$ cat config.mk
export PLATFORM = sky130hd
export DESIGN_NAME = swrx_fifo
export DESIGN_NICKNAME = d
export VERILOG_FILES = /design/src/rtl/swrx_pkg.sv /design/src/rtl/swrx_mode_ctl.sv /design/src/rtl/swrx_track.sv /design/src/rtl/swrx_store.sv /design/src/rtl/swrx_fifo.sv
export SDC_FILE = /design/constraint.sdc
export NUM_CORES = 1
export LEC_CHECK = 0
export CAP_MARGIN = 5
export CORE_MARGIN = 2
export CORE_UTILIZATION = 39
export DETAILED_ROUTE_END_ITERATION = 7
export GPL_ROUTABILITY_DRIVEN = 0
export PLACE_DENSITY = 0.58
export SETUP_SLACK_MARGIN = 0.5
export SYNTH_ARGS = -nofsm -noshare
export SYNTH_HDL_FRONTEND = slang
export SYNTH_HIERARCHICAL = 1
export SYNTH_SLANG_ARGS = --single-unit
$ cat constraint.sdc
create_clock -name clk -period 6.4 [get_ports clk]
set_input_delay 1.28 -clock clk [delete_from_list [all_inputs] [get_ports clk]]
set_output_delay 1.28 -clock clk [all_outputs]
set_load 0.02 [all_outputs]
$ cat src/rtl/swrx_pkg.sv
package swrx_pkg;

  // capacity for a given mode: buffered mode uses the full depth
  function automatic int unsigned cap_of(input logic buffered, input int unsigned depth);
    return buffered ? depth : 1;
  endfunction

  // pointer advance that wraps at the active capacity
  function automatic int unsigned ptr_step(input int unsigned p, input int unsigned cap);
    return (p + 1 >= cap) ? 0 : p + 1;
  endfunction

endpackage

$ cat src/rtl/swrx_mode_ctl.sv
module swrx_mode_ctl #(
  parameter int unsigned DEPTH = 16,
  localparam int unsigned CW = $clog2(DEPTH + 1)
) (
  input  logic          clk,
  input  logic          rst_n,
  input  logic          buf_mode,
  input  logic          rcv_flush,
  output logic          flush,
  output logic [CW-1:0] cap
);
  import swrx_pkg::*;

  logic mode_q;

  // any edge of the mode input, or a receiver flush in buffered mode
  assign flush = (buf_mode ^ mode_q) | (rcv_flush & buf_mode);
  assign cap   = CW'(cap_of(mode_q, DEPTH));

  always_ff @(posedge clk or negedge rst_n) begin
    if (!rst_n) mode_q <= 1'b0;
    else        mode_q <= buf_mode;
  end
endmodule

$ cat src/rtl/swrx_track.sv
module swrx_track #(
  parameter int unsigned DEPTH = 16,
  localparam int unsigned PW = $clog2(DEPTH),
  localparam int unsigned CW = $clog2(DEPTH + 1)
) (
  input  logic          clk,
  input  logic          rst_n,
  input  logic          flush,
  input  logic [CW-1:0] cap,
  input  logic          push_valid,
  input  logic          pop,
  output logic          push_ready,
  output logic          push_acc,
  output logic          pop_acc,
  output logic [PW-1:0] wr_ptr,
  output logic [PW-1:0] rd_ptr,
  output logic [CW-1:0] count,
  output logic          not_empty,
  output logic          push_reject
);
  import swrx_pkg::*;

  logic [CW-1:0] count_n;

  assign push_ready = (count < cap);
  assign push_acc   = push_valid & push_ready & ~flush;
  assign pop_acc    = pop & (count != '0) & ~flush;

  always_comb begin
    count_n = count;
    if (flush)                     count_n = '0;
    else if (push_acc && !pop_acc) count_n = count + 1'b1;
    else if (pop_acc && !push_acc) count_n = count - 1'b1;
  end

  always_ff @(posedge clk or negedge rst_n) begin
    if (!rst_n) begin
      wr_ptr      <= '0;
      rd_ptr      <= '0;
      count       <= '0;
      not_empty   <= 1'b0;
      push_reject <= 1'b0;
    end else begin
      count       <= count_n;
      not_empty   <= (count_n != '0);
      push_reject <= push_valid & ~push_ready & ~flush;
      if (flush) begin
        wr_ptr <= '0;
        rd_ptr <= '0;
      end else begin
        if (push_acc) wr_ptr <= PW'(ptr_step(int'(wr_ptr), int'(cap)));
        if (pop_acc)  rd_ptr <= PW'(ptr_step(int'(rd_ptr), int'(cap)));
      end
    end
  end
endmodule

$ cat src/rtl/swrx_store.sv
module swrx_store #(
  parameter int unsigned DEPTH = 16,
  parameter int unsigned W     = 8,
  localparam int unsigned PW = $clog2(DEPTH)
) (
  input  logic          clk,
  input  logic          we,
  input  logic [PW-1:0] waddr,
  input  logic [W-1:0]  wdata,
  input  logic [PW-1:0] raddr,
  output logic [W-1:0]  rdata
);
  logic [W-1:0] mem [DEPTH];

  always_ff @(posedge clk) begin
    if (we) mem[waddr] <= wdata;
  end

  assign rdata = mem[raddr];
endmodule

$ cat src/rtl/swrx_fifo.sv
module swrx_fifo #(
  parameter int unsigned DEPTH = 16,
  parameter int unsigned W     = 8,
  localparam int unsigned PW = $clog2(DEPTH),
  localparam int unsigned CW = $clog2(DEPTH + 1)
) (
  input  logic          clk,
  input  logic          rst_n,
  input  logic          buf_mode,
  input  logic          rcv_flush,
  input  logic          push_valid,
  input  logic [W-1:0]  push_data,
  output logic          push_ready,
  input  logic          pop,
  output logic [W-1:0]  pop_data,
  output logic [CW-1:0] count,
  output logic          not_empty,
  output logic          push_reject
);
  logic          flush;
  logic [CW-1:0] cap;
  logic          push_acc;
  logic          pop_acc;
  logic [PW-1:0] wr_ptr;
  logic [PW-1:0] rd_ptr;
  logic [W-1:0]  head;

  swrx_mode_ctl #(.DEPTH(DEPTH)) u_mode (
    .clk(clk), .rst_n(rst_n), .buf_mode(buf_mode), .rcv_flush(rcv_flush),
    .flush(flush), .cap(cap)
  );

  swrx_track #(.DEPTH(DEPTH)) u_track (
    .clk(clk), .rst_n(rst_n), .flush(flush), .cap(cap),
    .push_valid(push_valid), .pop(pop), .push_ready(push_ready),
    .push_acc(push_acc), .pop_acc(pop_acc), .wr_ptr(wr_ptr), .rd_ptr(rd_ptr),
    .count(count), .not_empty(not_empty), .push_reject(push_reject)
  );

  swrx_store #(.DEPTH(DEPTH), .W(W)) u_store (
    .clk(clk), .we(push_acc), .waddr(wr_ptr), .wdata(push_data),
    .raddr(rd_ptr), .rdata(head)
  );

  assign pop_data = not_empty ? head : '1;
endmodule

* Word level (Yosys, flattened, before mapping)
Memories as Yosys holds them, arrays and structs flattened.
Cells that the tools add are included.
** Storage, ports and cells
- Register bits after elaboration :: 16
- RAM bits :: 128
- Input port bits :: 14
- Output and inout port bits :: 16
- Word-level logic and storage cells :: 46
- Memories kept :: 1
** Memories
- u_store.mem :: depth 16, bits a word 8, rd ports 1, clocked after Yosys merged registers in 0, write ports 1, line swrx_store.sv:13 : logic [W-1:0] mem [DEPTH];
** Cells by class
- Add/sub/neg operators :: 4
- Magnitude comparators :: 3
- Multiplexer cells :: 13
- Bitwise operators :: 11
- Reduce and logical (&&, ||, !) cells :: 8
** Operator list (number)
- $mux 4 :: 6
- $mux 5 :: 4
- $add 4x1->5 const B :: 2
- $ge 5x5->1 :: 2
- $reduce_bool 5->1 :: 2
- $mux 8 :: 1
- $and 1x1->1 :: 7
- $add 5x1->5 const B :: 1
- $lt 5x5->1 :: 1
- $sub 5x1->5 const B :: 1
- $reduce_bool 2->1 :: 2
- $logic_and 1x1->1 :: 2
- $logic_not 1->1 :: 2
- $mux 1 :: 2
- $not 1->1 :: 2
- $or 1x1->1 :: 1
- $xor 1x1->1 :: 1

* Logic depth before layout (Yosys ltp)
- Depth after elaboration :: 10
- Gate-level depth with buffers :: 10
- Depth with buffers taken out :: 9

* Cells and area by module
The synthesis kept the hierarchy.
** By module, submodules not included
- swrx_store :: instances 1, cells an instance 221, area an instance 4987.3 um^2, sequential area each 3843.7 um^2
- swrx_track :: instances 1, cells an instance 138, area an instance 1256.2 um^2, sequential area each 375.4 um^2
- swrx_mode_ctl :: instances 1, cells an instance 10, area an instance 77.6 um^2, sequential area each 25.0 um^2
- swrx_fifo :: instances 1, cells an instance 8, area an instance 50.0 um^2, sequential area each 0.0 um^2

* Worst setup path before layout
OpenSTA, ideal clock, no wires.
- Path type :: input to register
- Start point :: input port buf_mode
- End point :: memory u_store.mem[0][0], enable pin
- Library setup time :: 0.383 ns
- Arrival time :: 2.940 ns
- Data required time :: 6.017 ns
- Slack :: 3.076 ns
- Cell stages on the path :: 6
- Buffers on the path :: 0
- Cell sequence :: nor2b_1 > a21oi_1 > nand2b_1 > nor2_1 > or3b_2 > nor3_1
** Between the ends
- Longest elaborated chain between the ends :: 6
- Elaborated cells between the ends (all ways) :: 7
- Classes of those cells :: 2 x mux; 5 x bitwise
** RTL lines
- from (decl) :: line swrx_fifo.sv:9 : input logic buf_mode,
- $xor 1x1->1 or $and 1x1->1 (tied branches) :: line swrx_mode_ctl.sv:17 : assign flush = (buf_mode ^ mode_q) | (rcv_flush & buf_mode);
- $or 1x1->1 * :: line swrx_mode_ctl.sv:17
- net flush :: line swrx_fifo.sv:20 : logic flush;
- $not 1->1 * :: line swrx_track.sv:26 : assign push_acc = push_valid & push_ready & ~flush;
- $and 1x1->1 * :: line swrx_track.sv:26
- net push_acc :: line swrx_fifo.sv:22 : logic push_acc;
- $mux 1 * :: line swrx_store.sv:16 : if (we) mem[waddr] <= wdata;
- $mux 1 (not written as such) * :: line swrx_store.sv:16
- to (decl) :: line swrx_store.sv:13
The timed path passes the listed nets; every way through them passes the cells marked *.

* Worst setup path in the final report
- Start point :: register u_track.rd_ptr[0]
- End point :: output port pop_data[7]
** Between the ends
- Longest elaborated chain between the ends :: 2
** RTL lines
- from (decl) :: line swrx_track.sv:16 : output logic [PW-1:0] rd_ptr,
- from (signal assigned) :: line swrx_track.sv:52 : if (pop_acc) rd_ptr <= PW'(ptr_step(int'(rd_ptr), int'(cap)));
- $mem_v2 16x8
- net head[7] :: line swrx_fifo.sv:26 : logic [W-1:0] head;
- $mux 8 :: line swrx_fifo.sv:45 : assign pop_data = not_empty ? head : '1;
- to (decl) :: line swrx_fifo.sv:15 : output logic [W-1:0] pop_data,
The timed path passes the listed nets, and every way through them passes these cells.

==> impl_metrics.toml <==
[floorplanning]
die_width_um = 132
floorplan_die_area_um2 = 17400
placeableCoreArea_um2 = 15900
floorplan.rows = 46
boundaryPins = 30
die_y_um = 132
effective_utilization_at_floorplan = 0.399

[critical_path]
timing.critical_path.slowest_cell_delay_ns = 0.84
regToRegStartpoint = "u_track/count[2]"
bufs_and_invs_on_worst_path = 2
timing.critical_path.from_type = "flip-flop"
critical_path_required_ns = 5.12
cp_data_arrival_time_ns = 3.34
critPathKind = "reg2out"
timing.critical_path.to_type = "output port"
cp_top_family = "buffers and inverters"
crit_path_top_delay_cell = "sky130_fd_sc_hd__dfrtp_2"
critical_path.cell_chain = "buf_4, mux4_2, a22oi_1, nand2_1, nand2b_1, clkdlybuf4s50_1"
ff2ff_setup_slack_ns = 2.91
r2r.worst_path.cells = 7
timing.rr.end = "u_store/mem[0][2]"
worst-path-max-fanout = 22

[cells_and_area]
finish.net_count = 449
total_of_fill_cells_in_the_finished_design = 1371
share_of_layout_cells_above_drive_strength_1 = 0.142
sequential_cell_area_um2 = 4250
insertedDiodeCount = 0
instances_no_fill = 645
multi_input_comb_area_um2 = 1960
area_growth_syn_to_layout_pct = 17.3

[cts]
worstSkewPairLatency_ns = 0.42
cts.clk_slew.worst_paths_ns = 0.06
cts.root.buffer_cell = "sky130_fd_sc_hd__clkbuf_16"
cts_max_path_buffers = 2
cts_hold_buf = 0
cts.sinks = 144
tritoncts_buffer_count = 17
cts_resized = 0
cts-htree-levels = 4
post-cts-setup-buffer-count = 0
clock_tree_from_tritoncts = "yes"

[detailed_routing]
drtAntennaViolNets = 0
drt-initial-drc-count = 246
vias_per_cell = 5.25
routed-via-count = 3386
drt_drc_violations_left = 0
drt_pass1_iterations = 5
routed_wire_length_per_instance_um = 19.5
postRouteWirelength_um = 12600

[timing]
report.final.slew_viol_count = 0
final-hold-violation-count = 0
final.setup.tns_ns = 0
rsz0062_at_grt = "no"
slew_headroom = 0.282
fmaxAchievable_mhz = 216
final_min_period_over_clock_period = 0.723
max_slew.worst_pin.slew_ns = 1.07
hold-worst-slack_ns = 0.607
finalWorstPathRequiredPeriod_ns = 4.62
setup_viol_count_final = 0
clock_skew_ns = 0.00763

[min_path]
hold_start = "u_track/wr_ptr[3]"
hold_path.class = "reg2reg"
hold_path_end = "u_track/wr_ptr[3]"
min_path_cells = 2

[placement]
placed_cells_incl_taps = 612
portBuffers = 29
dp_hpwl_um = 8510

[power]
power_density_nw_per_um2 = 295
totalPowerFinal_mw = 2.20
worst_ir_drop_vdd_uv = 196
leakage_nw = 2.60

[grt]
grt_first_pass_wirelength_um = 20000
grtUsageTotal = 0.156
grt_overflow = 0
maximum_number_of_pins_on_one_net_before_global_route_repair = 29
antenna_violations_before_repair = 0
first_global_vias = 3558

[run]
maxCapViolations = 0

[status]
run_status = "finished, final reports clean"

[logic_synthesis]
syn-mean-instance-area_um2 = 16.9
yosys_warnings = 6
netlist_instances = 376
syn-cell-area_um2 = 6370
layout by cell type (no fill, tap or decap), drive strengths merged, types with 8 or more instances in the layout:
| master | count |
|---|---|
| inv | 16 |
| clkdlybuf4s50 | 29 |
| a22oi | 16 |
| nand2 | 20 |
| clkbuf | 18 |
| ha | 19 |
| edfxtp | 128 |
| nand2b | 18 |
| nor2 | 23 |
| mux4 | 32 |
| clkinv | 8 |
| dfrtp | 16 |
worst min-delay path: stages (launching register included):
cell and delay (ns):
sky130_fd_sc_hd__dfrtp_1 0.44, sky130_fd_sc_hd__nand2_1 0.08, sky130_fd_sc_hd__nand2_1 0.06
stage by stage:
step	instance area, um^2	util	setup slack [ns]
3_3_place_gp	6850	0.429	1.98
2_1_floorplan	6370	-	3.08
5_1_grt	7470	0.468	1.59
4_1_cts	7460	0.468	1.72
3_5_place_dp	6850	0.429	1.86
6_report	7470	0.468	1.78
per-layer routing:
layer / up-vias / global-route usage / part of all wire
li1: 1578 / - / -
met1: 1716 / 0.203 / 0.45
met2: 78 / 0.254 / 0.50
met3: 14 / 0.0361 / 0.033
met4: 0 / 0.0670 / 0.018
met5: - / 0 / 0
registers in the layout, indices dropped and copies added, names as in the netlist:
signal               count
u_mode/mode_q            1
u_store/mem            128
u_track/count            5
u_track/not_empty        1
u_track/push_reject      1
u_track/rd_ptr           4
u_track/wr_ptr           4
layout make-up:
cell class,count,area share
tap,216,0.0362
sequential,144,0.568
clock inverter,15,0.0256
multi-input combinational,205,0.262
inverter,14,0.00704
timing repair buffer,34,0.0436
clock buffer,17,0.0570
worst max path at each step:
stage / startpoint / endpoint / slack [ns] / depth (start not counted)
after floorplan: buf_mode / u_store/mem[0][0] / 3.08 / 6
after global placement: buf_mode / u_store/mem[0][0] / 1.98 / 7
after detailed placement: buf_mode / u_store/mem[0][5] / 1.86 / 7
after CTS: u_track/rd_ptr[0] / pop_data[4] / 1.72 / 6
after global routing: u_track/rd_ptr[0] / pop_data[1] / 1.59 / 6
final: u_track/rd_ptr[0] / pop_data[7] / 1.78 / 6
report_power, final:
part / internal, mW / switching (mW)
sequential: 1.03 / 0.0167
combinational: 0.0648 / 0.0717
clock: 0.650 / 0.369
total: 1.75 / 0.457
Power figures use the tool's default switching activity.
